--- src/rtl/rq_pkg.sv ---
package rq_pkg;

    typedef enum logic {
        EXEC_PENDING = 1'b0,
        EXEC_DONE    = 1'b1
    } exec_state_e;

    // Number of retire lanes: a cap of zero (or above the depth) means one lane per slot.
    function automatic int rq_lane_count(input int depth, input int max_ret);
        if (max_ret <= 0 || max_ret > depth) return depth;
        return max_ret;
    endfunction

endpackage

--- src/rtl/rq_alloc_norm.sv ---
module rq_alloc_norm #(
    parameter int DEPTH = 16,
    parameter int UOP_W = 5,
    parameter int CNT_W = 5
) (
    input  logic [UOP_W-1:0] uops_i,
    input  logic [CNT_W-1:0] free_i,
    output logic [CNT_W-1:0] slots_o,
    output logic             fits_o
);
    localparam int WW = ((UOP_W > CNT_W) ? UOP_W : CNT_W) + 1;

    logic [WW-1:0] req_w;
    logic [WW-1:0] lim_w;
    logic [WW-1:0] n_w;

    always_comb begin
        req_w = WW'(uops_i);
        lim_w = WW'(DEPTH);
        if (req_w == '0) begin
            n_w = WW'(1);
        end else if (req_w > lim_w) begin
            n_w = lim_w;
        end else begin
            n_w = req_w;
        end
        slots_o = CNT_W'(n_w);
        fits_o  = (WW'(free_i) >= n_w);
    end

endmodule

--- src/rtl/rq_retire_scan.sv ---
module rq_retire_scan
    import rq_pkg::*;
#(
    parameter int DEPTH = 16,
    parameter int LANES = 2,
    parameter int IDX_W = 4,
    parameter int CNT_W = 5
) (
    input  logic [IDX_W-1:0] head_i,
    input  logic [CNT_W-1:0] used_i,
    input  logic             live_i  [DEPTH],
    input  exec_state_e      exec_i  [DEPTH],
    input  logic [CNT_W-1:0] nslot_i [DEPTH],
    output logic [LANES-1:0] take_o,
    output logic [IDX_W-1:0] ptr_o   [LANES],
    output logic [CNT_W-1:0] freed_o
);
    localparam int SW = CNT_W + 1;

    // off[k]: slots covered by the k oldest entries that retire this cycle
    logic [SW-1:0] off [LANES+1];
    logic          go  [LANES+1];

    assign off[0] = '0;
    assign go[0]  = 1'b1;

    for (genvar k = 0; k < LANES; k++) begin : g_lane
        logic [SW-1:0]    raw;
        logic [IDX_W-1:0] pos;
        logic             hit;

        assign raw = SW'(head_i) + off[k];
        assign pos = (raw >= SW'(DEPTH)) ? IDX_W'(raw - SW'(DEPTH)) : IDX_W'(raw);
        assign hit = go[k] && (off[k] < SW'(used_i)) && live_i[pos]
                     && (exec_i[pos] == EXEC_DONE);

        assign go[k+1]  = hit;
        assign off[k+1] = hit ? (off[k] + SW'(nslot_i[pos])) : off[k];
        assign take_o[k] = hit;
        assign ptr_o[k]  = pos;
    end

    assign freed_o = CNT_W'(off[LANES]);

endmodule

--- src/rtl/rq_retire_queue.sv ---
module rq_retire_queue
    import rq_pkg::*;
#(
    parameter int DEPTH      = 16,
    parameter int MAX_RETIRE = 2,
    parameter int UOP_W      = 5,
    localparam int IDX_W     = (DEPTH > 1) ? $clog2(DEPTH) : 1,
    localparam int CNT_W     = $clog2(DEPTH + 1),
    localparam int LANES     = rq_lane_count(DEPTH, MAX_RETIRE)
) (
    input  logic                   clk,
    input  logic                   rst_n,
    input  logic                   alloc_valid_i,
    input  logic [UOP_W-1:0]       alloc_uops_i,
    output logic                   alloc_ready_o,
    output logic [IDX_W-1:0]       alloc_token_o,
    input  logic                   done_valid_i,
    input  logic [IDX_W-1:0]       done_token_i,
    output logic [LANES-1:0]       ret_valid_o,
    output logic [LANES*IDX_W-1:0] ret_token_o,
    output logic [CNT_W-1:0]       free_slots_o
);
    localparam int SW = CNT_W + 1;

    // Pointer and occupancy state
    logic [IDX_W-1:0] head_q;
    logic [IDX_W-1:0] tail_q;
    logic [CNT_W-1:0] free_q;

    // Per-slot entry metadata (meaningful only at an entry's first slot)
    logic             live_q  [DEPTH];
    exec_state_e      exec_q  [DEPTH];
    logic [CNT_W-1:0] nslot_q [DEPTH];

    logic [CNT_W-1:0] req_n;
    logic             fits;
    logic             fire;
    logic [CNT_W-1:0] used;
    logic [CNT_W-1:0] freed;
    logic [LANES-1:0] lane_take;
    logic [IDX_W-1:0] lane_ptr [LANES];
    logic [DEPTH-1:0] slot_clr;

    function automatic logic [IDX_W-1:0] wrap_add(input logic [IDX_W-1:0] p,
                                                  input logic [CNT_W-1:0] n);
        logic [SW-1:0] s;
        s = SW'(p) + SW'(n);
        if (s >= SW'(DEPTH)) s = s - SW'(DEPTH);
        return IDX_W'(s);
    endfunction

    rq_alloc_norm #(
        .DEPTH (DEPTH),
        .UOP_W (UOP_W),
        .CNT_W (CNT_W)
    ) u_norm (
        .uops_i  (alloc_uops_i),
        .free_i  (free_q),
        .slots_o (req_n),
        .fits_o  (fits)
    );

    assign used = CNT_W'(DEPTH) - free_q;

    rq_retire_scan #(
        .DEPTH (DEPTH),
        .LANES (LANES),
        .IDX_W (IDX_W),
        .CNT_W (CNT_W)
    ) u_scan (
        .head_i  (head_q),
        .used_i  (used),
        .live_i  (live_q),
        .exec_i  (exec_q),
        .nslot_i (nslot_q),
        .take_o  (lane_take),
        .ptr_o   (lane_ptr),
        .freed_o (freed)
    );

    assign fire = alloc_valid_i && fits;

    always_comb begin
        slot_clr = '0;
        for (int k = 0; k < LANES; k++) begin
            if (lane_take[k]) slot_clr[lane_ptr[k]] = 1'b1;
        end
    end

    // Pointer and free-count register process
    always_ff @(posedge clk or negedge rst_n) begin
        if (!rst_n) begin
            head_q <= '0;
            tail_q <= '0;
            free_q <= CNT_W'(DEPTH);
        end else begin
            head_q <= wrap_add(head_q, freed);
            if (fire) tail_q <= wrap_add(tail_q, req_n);
            free_q <= free_q + freed - (fire ? req_n : '0);
        end
    end

    // Slot metadata register process
    always_ff @(posedge clk or negedge rst_n) begin
        if (!rst_n) begin
            for (int s = 0; s < DEPTH; s++) begin
                live_q[s]  <= 1'b0;
                exec_q[s]  <= EXEC_PENDING;
                nslot_q[s] <= '0;
            end
        end else begin
            for (int s = 0; s < DEPTH; s++) begin
                if (slot_clr[s]) live_q[s] <= 1'b0;
                if (fire && (tail_q == IDX_W'(s))) begin
                    live_q[s]  <= 1'b1;
                    exec_q[s]  <= EXEC_PENDING;
                    nslot_q[s] <= req_n;
                end else if (done_valid_i && (done_token_i == IDX_W'(s))) begin
                    exec_q[s] <= EXEC_DONE;
                end
            end
        end
    end

    // Output process
    assign alloc_ready_o = fits;
    assign alloc_token_o = tail_q;
    assign free_slots_o  = free_q;
    assign ret_valid_o   = lane_take;
    for (genvar k = 0; k < LANES; k++) begin : g_tok
        assign ret_token_o[k*IDX_W +: IDX_W] = lane_ptr[k];
    end

endmodule

--- config.mk ---
export PLATFORM = sky130hd
export DESIGN_NAME = rq_retire_queue
export DESIGN_NICKNAME = d
export VERILOG_FILES = /design/src/rtl/rq_pkg.sv /design/src/rtl/rq_alloc_norm.sv /design/src/rtl/rq_retire_scan.sv /design/src/rtl/rq_retire_queue.sv
export SDC_FILE = /design/constraint.sdc
export NUM_CORES = 1
export LEC_CHECK = 0
export BUFFER_PORTS_ARGS = -buffer_cell sky130_fd_sc_hd__buf_2
export CAP_MARGIN = 10
export CORE_MARGIN = 8
export CORE_UTILIZATION = 56
export CTS_CLUSTER_SIZE = 14
export DETAILED_ROUTE_END_ITERATION = 6
export PLACE_DENSITY = 0.81
export SYNTH_ARGS = -nofsm -noshare
export SYNTH_HDL_FRONTEND = slang
export SYNTH_HIERARCHICAL = 1
export SYNTH_SLANG_ARGS = --single-unit
--- constraint.sdc ---
create_clock -name clk -period 11.8 [get_ports clk]
set_input_delay 2.36 -clock clk [delete_from_list [all_inputs] [get_ports clk]]
set_output_delay 2.36 -clock clk [all_outputs]
set_load 0.02 [all_outputs]
==> run summary <==
RUN STATUS
---------------------------------------------------------------------------------
Result of the run                                                       completed

STA
---------------------------------------------------------------------------------
Max-slew violation count                                                        0
Actual slew at the worst max-slew pin                                     1.13 ns
Final period demand of the worst path                                     8.21 ns
Unrepaired setup endpoints after global routing                             false
Worst hold slack across all endpoints                                    0.473 ns
Final worst path period share                                               69.6%
Highest clock frequency the design can meet                             0.122 GHz
Final-report setup violation count                                              0
Worst Clk Skew                                                         0.00511 ns
Remaining max-slew budget at the tightest pin                               24.6%
Count of endpoints failing hold in the final timing report                      0
Aggregate negative setup slack                                               0 ns

SETUP PATH
---------------------------------------------------------------------------------
Type of element capturing the critical path                           output port
R2R Path End                                                         free_slots_o[4]$_DFF_PN1_
Endpoint required time on the critical path                               9.44 ns
Critical path class                                                  register to output port
Worst flop-to-flop path startpoint                                   free_slots_o[0]$_DFF_PN0_
Slack of the worst reg-to-reg path                                        4.26 ns
Worst Path Max Fanout                                                          26
Reg2Reg Depth                                                                  24
Arrival time of data at the critical path endpoint                        5.85 ns
Category of the worst setup path launch point                            register

CLOCK TREE
---------------------------------------------------------------------------------
Maximum level of the CTS H-tree                                                 4
CTS tree                                                                     done
Number of gates resized after CTS                                               0
Worst-case clock buffer depth                                                   2
Hold buffer count at cts                                                        0
Inserted Clock Buffers                                                         17
Cell at the root of the clock tree                                      clkbuf_16
Post-CTS setup repair buffer count                                              0
Clock net sink count                                                          125
Skew-Pair Late Insertion Delay                                            0.42 ns
Clock-pin slew on the worst setup and hold paths                          0.05 ns

FINAL LAYOUT
---------------------------------------------------------------------------------
Relative area change from synthesis to final layout                         9.54%
Number of nets in the layout                                                  747
Layout cells sized above 1                                                  31.5%
Number of antenna repair diodes                                                 0

POWER
---------------------------------------------------------------------------------
Max IR drop VDD                                                        0.000135 V
Overall power of the completed layout                                     2830 uW
Total power density per cell area                                      326 nW/um2
Leakage power total                                                    0.00401 uW

GRT
---------------------------------------------------------------------------------
Global-route wire length before repair                                   32600 um
Initial antenna violation count                                                 0
Largest net degree at the start of global routing                              73
Global route overflow                                                           0
Number of global-route vias before repair                                    5802
GRT Util Overall                                                            23.4%

DIE
---------------------------------------------------------------------------------
Full die area                                                           18200 um2
Area of the placeable core                                              13800 um2
Die X                                                                      135 um
Standard-cell rows                                                             43
Chip Height                                                                135 um
Initial Utilization                                                         57.3%
Boundary pin count                                                             33

YOSYS
---------------------------------------------------------------------------------
Library cell occupying the most area in the post-synthesis netlist        dfrtp_1
Synthesized cell area                                                    7920 um2
Number of nets produced by synthesis                                          728
Yosys warning count                                                             6
Top cell type's share of synthesized area                                   39.2%
Async SR Flop Fraction                                                       100%
Dominant cell by count in the synthesized netlist                         dfrtp_1
Part of the Yosys area used for sequential elements                         39.5%
Post-synthesis register bit count                                             125
Number of enable flip-flop cells after synthesis                                0
Unique masters post-synth                                                      57
Post-synthesis area per instance                                         11.7 um2
Synth area leaders                                                   dfrtp_1, mux4_2, mux2_2
Cells after Synth                                                             678
Most used flip-flop cell after synthesis                                  dfrtp_1
Leading cell types by count after synthesis                          dfrtp_1, mux2_2, mux4_2, nand2_1, inv_1

ROUTE
---------------------------------------------------------------------------------
Remaining DRCs                                                                  0
Detail-routed net length per standard cell                                22.9 um
Iteration-0 DRC Markers                                                       593
Via Count                                                                    5832
Total wire length after detailed routing                                 20400 um
Post-route antenna net violation count                                          0
Vias per inst                                                                6.55
Pre-Repair DR Iteration Count                                                   5

MIN PATH
---------------------------------------------------------------------------------
Number of instances on the worst hold path                                      1
Hold-critical path endpoint                                          live_q[9]$_DFFE_PN0P_
Type of the most critical hold path                                  register to register
Start point of the worst min-delay path                              live_q[9]$_DFFE_PN0P_

PLACED DESIGN
---------------------------------------------------------------------------------
Detailed Place HPWL                                                      14300 um
Routability-driven placement congestion ratio                               0.903
IO buf count                                                                   32

JOB
---------------------------------------------------------------------------------
Number of max-capacitance violations reported                                   0

-- kinds of logic (layout without fill, tap and decap cells) --
kind of cell               count (synthesis)  after routing  share of synthesized area [%]
xor gates and xnor gates                  16             16                           1.77
DFF                                      125            125                           39.5
adders and majority gates                 37             37                           6.61
AOI/OAI and AO/OA                        111            111                           9.01
buffers and inverters                     78            110                           4.68
muxes                                    143            143                           27.4
and+or+nand+nor                          168            168                           11.0
-- critical path: stages, from the launching register on --
cell and delay [ns]:
dfrtp_1 0.45, inv_1 0.07, ha_1 0.23, xnor2_1 0.15, or4_1 0.47, nor2_1 0.35, nor2_1 0.07, a22oi_1 0.55
nor2b_1 0.30, fa_1 0.51, xor2_2 0.17, buf_4 0.35, mux4_2 0.54, o21ai_0 0.16, nand2_1 0.10, nor4b_4 0.30
or2_1 0.39, buf_2 0.24
-- flip-flops by register name, indices dropped and copies added, names as in the netlist --
| name | cells |
|---|---|
| alloc_token_o | 4 |
| nslot_q | 80 |
| exec_q | 16 |
| free_slots_o | 5 |
| head_q | 4 |
| live_q | 16 |
-- power by group --
part           internal [uW]  total, uW  switching [uW]
logic                    715       1550             831
clock network            289        474             185
registers                616        807             191
-- worst max-delay path by stage --
stage	startpoint	end	slack, ns
final	free_slots_o[0]$_DFF_PN0_	ret_valid_o[1]	3.59
after global placement	free_slots_o[0]$_DFF_PN0_	ret_valid_o[1]	4.24
after detailed placement	free_slots_o[0]$_DFF_PN0_	ret_valid_o[1]	4.07
after floorplan	free_slots_o[1]$_DFF_PN0_	ret_valid_o[1]	4.52
after CTS	head_q[0]$_DFF_PN0_	ret_valid_o[1]	3.61
after global routing	free_slots_o[0]$_DFF_PN0_	ret_valid_o[1]	3.16
-- stage by stage --
step | std cells | util [%] | instance area (um2) | worst slack (ns)
floorplan | 678 | - | 7920 | 4.52
global placement | 858 | 58.9 | 8140 | 4.24
detailed placement | 858 | 58.9 | 8140 | 4.07
CTS | 890 | 62.7 | 8670 | 3.61
global route | 890 | 62.7 | 8670 | 3.16
finish | 890 | 62.7 | 8670 | 3.59
-- final cells by class --
| cell class | count | area, um2 |
|---|---|---|
| fill | 1050 | 5150 |
| timing repair buffer | 38 | 208 |
| multi-input combinational | 475 | 4430 |
| tap | 180 | 225 |
| inverter | 40 | 150 |
| clock buffer | 26 | 499 |
| clock inverter | 6 | 35.0 |
| sequential | 125 | 3130 |
-- layer usage --
metal | wire length [um] | vias up | track usage (%)
li1 | - | 2520 | -
met5 | 0 | - | 0
met2 | 10100 | 289 | 37.7
met4 | 585 | 0 | 9.67
met1 | 8120 | 2974 | 29.5
met3 | 1630 | 49 | 5.87
-- placed cells by master (no fill, tap or decap), types with 3 or more instances in the layout --
| master | count |
|---|---|
| mux2i_1 | 11 |
| buf_2 | 31 |
| ha_1 | 29 |
| xnor2_1 | 13 |
| inv_1 | 39 |
| a31oi_1 | 7 |
| a21oi_1 | 32 |
| a31o_2 | 4 |
| nand4_1 | 4 |
| a22oi_1 | 14 |
| a21o_1 | 21 |
| mux4_2 | 48 |
| a211oi_1 | 5 |
| nor3_1 | 10 |
| clkinv_2 | 4 |
| nor2_2 | 10 |
| clkbuf_8 | 4 |
| fa_1 | 8 |
| nand2_1 | 43 |
| dfrtp_1 | 123 |
| clkbuf_1 | 5 |
| o211ai_1 | 5 |
| mux2_4 | 8 |
| buf_4 | 7 |
| o21ai_0 | 15 |
| clkbuf_16 | 17 |
| mux2_2 | 76 |
| nor2_1 | 38 |
| nand2b_1 | 4 |
| nor2b_1 | 11 |
| o21a_1 | 3 |
| nand3_1 | 20 |
| and3_1 | 8 |
Power figures use the tool's default switching activity.
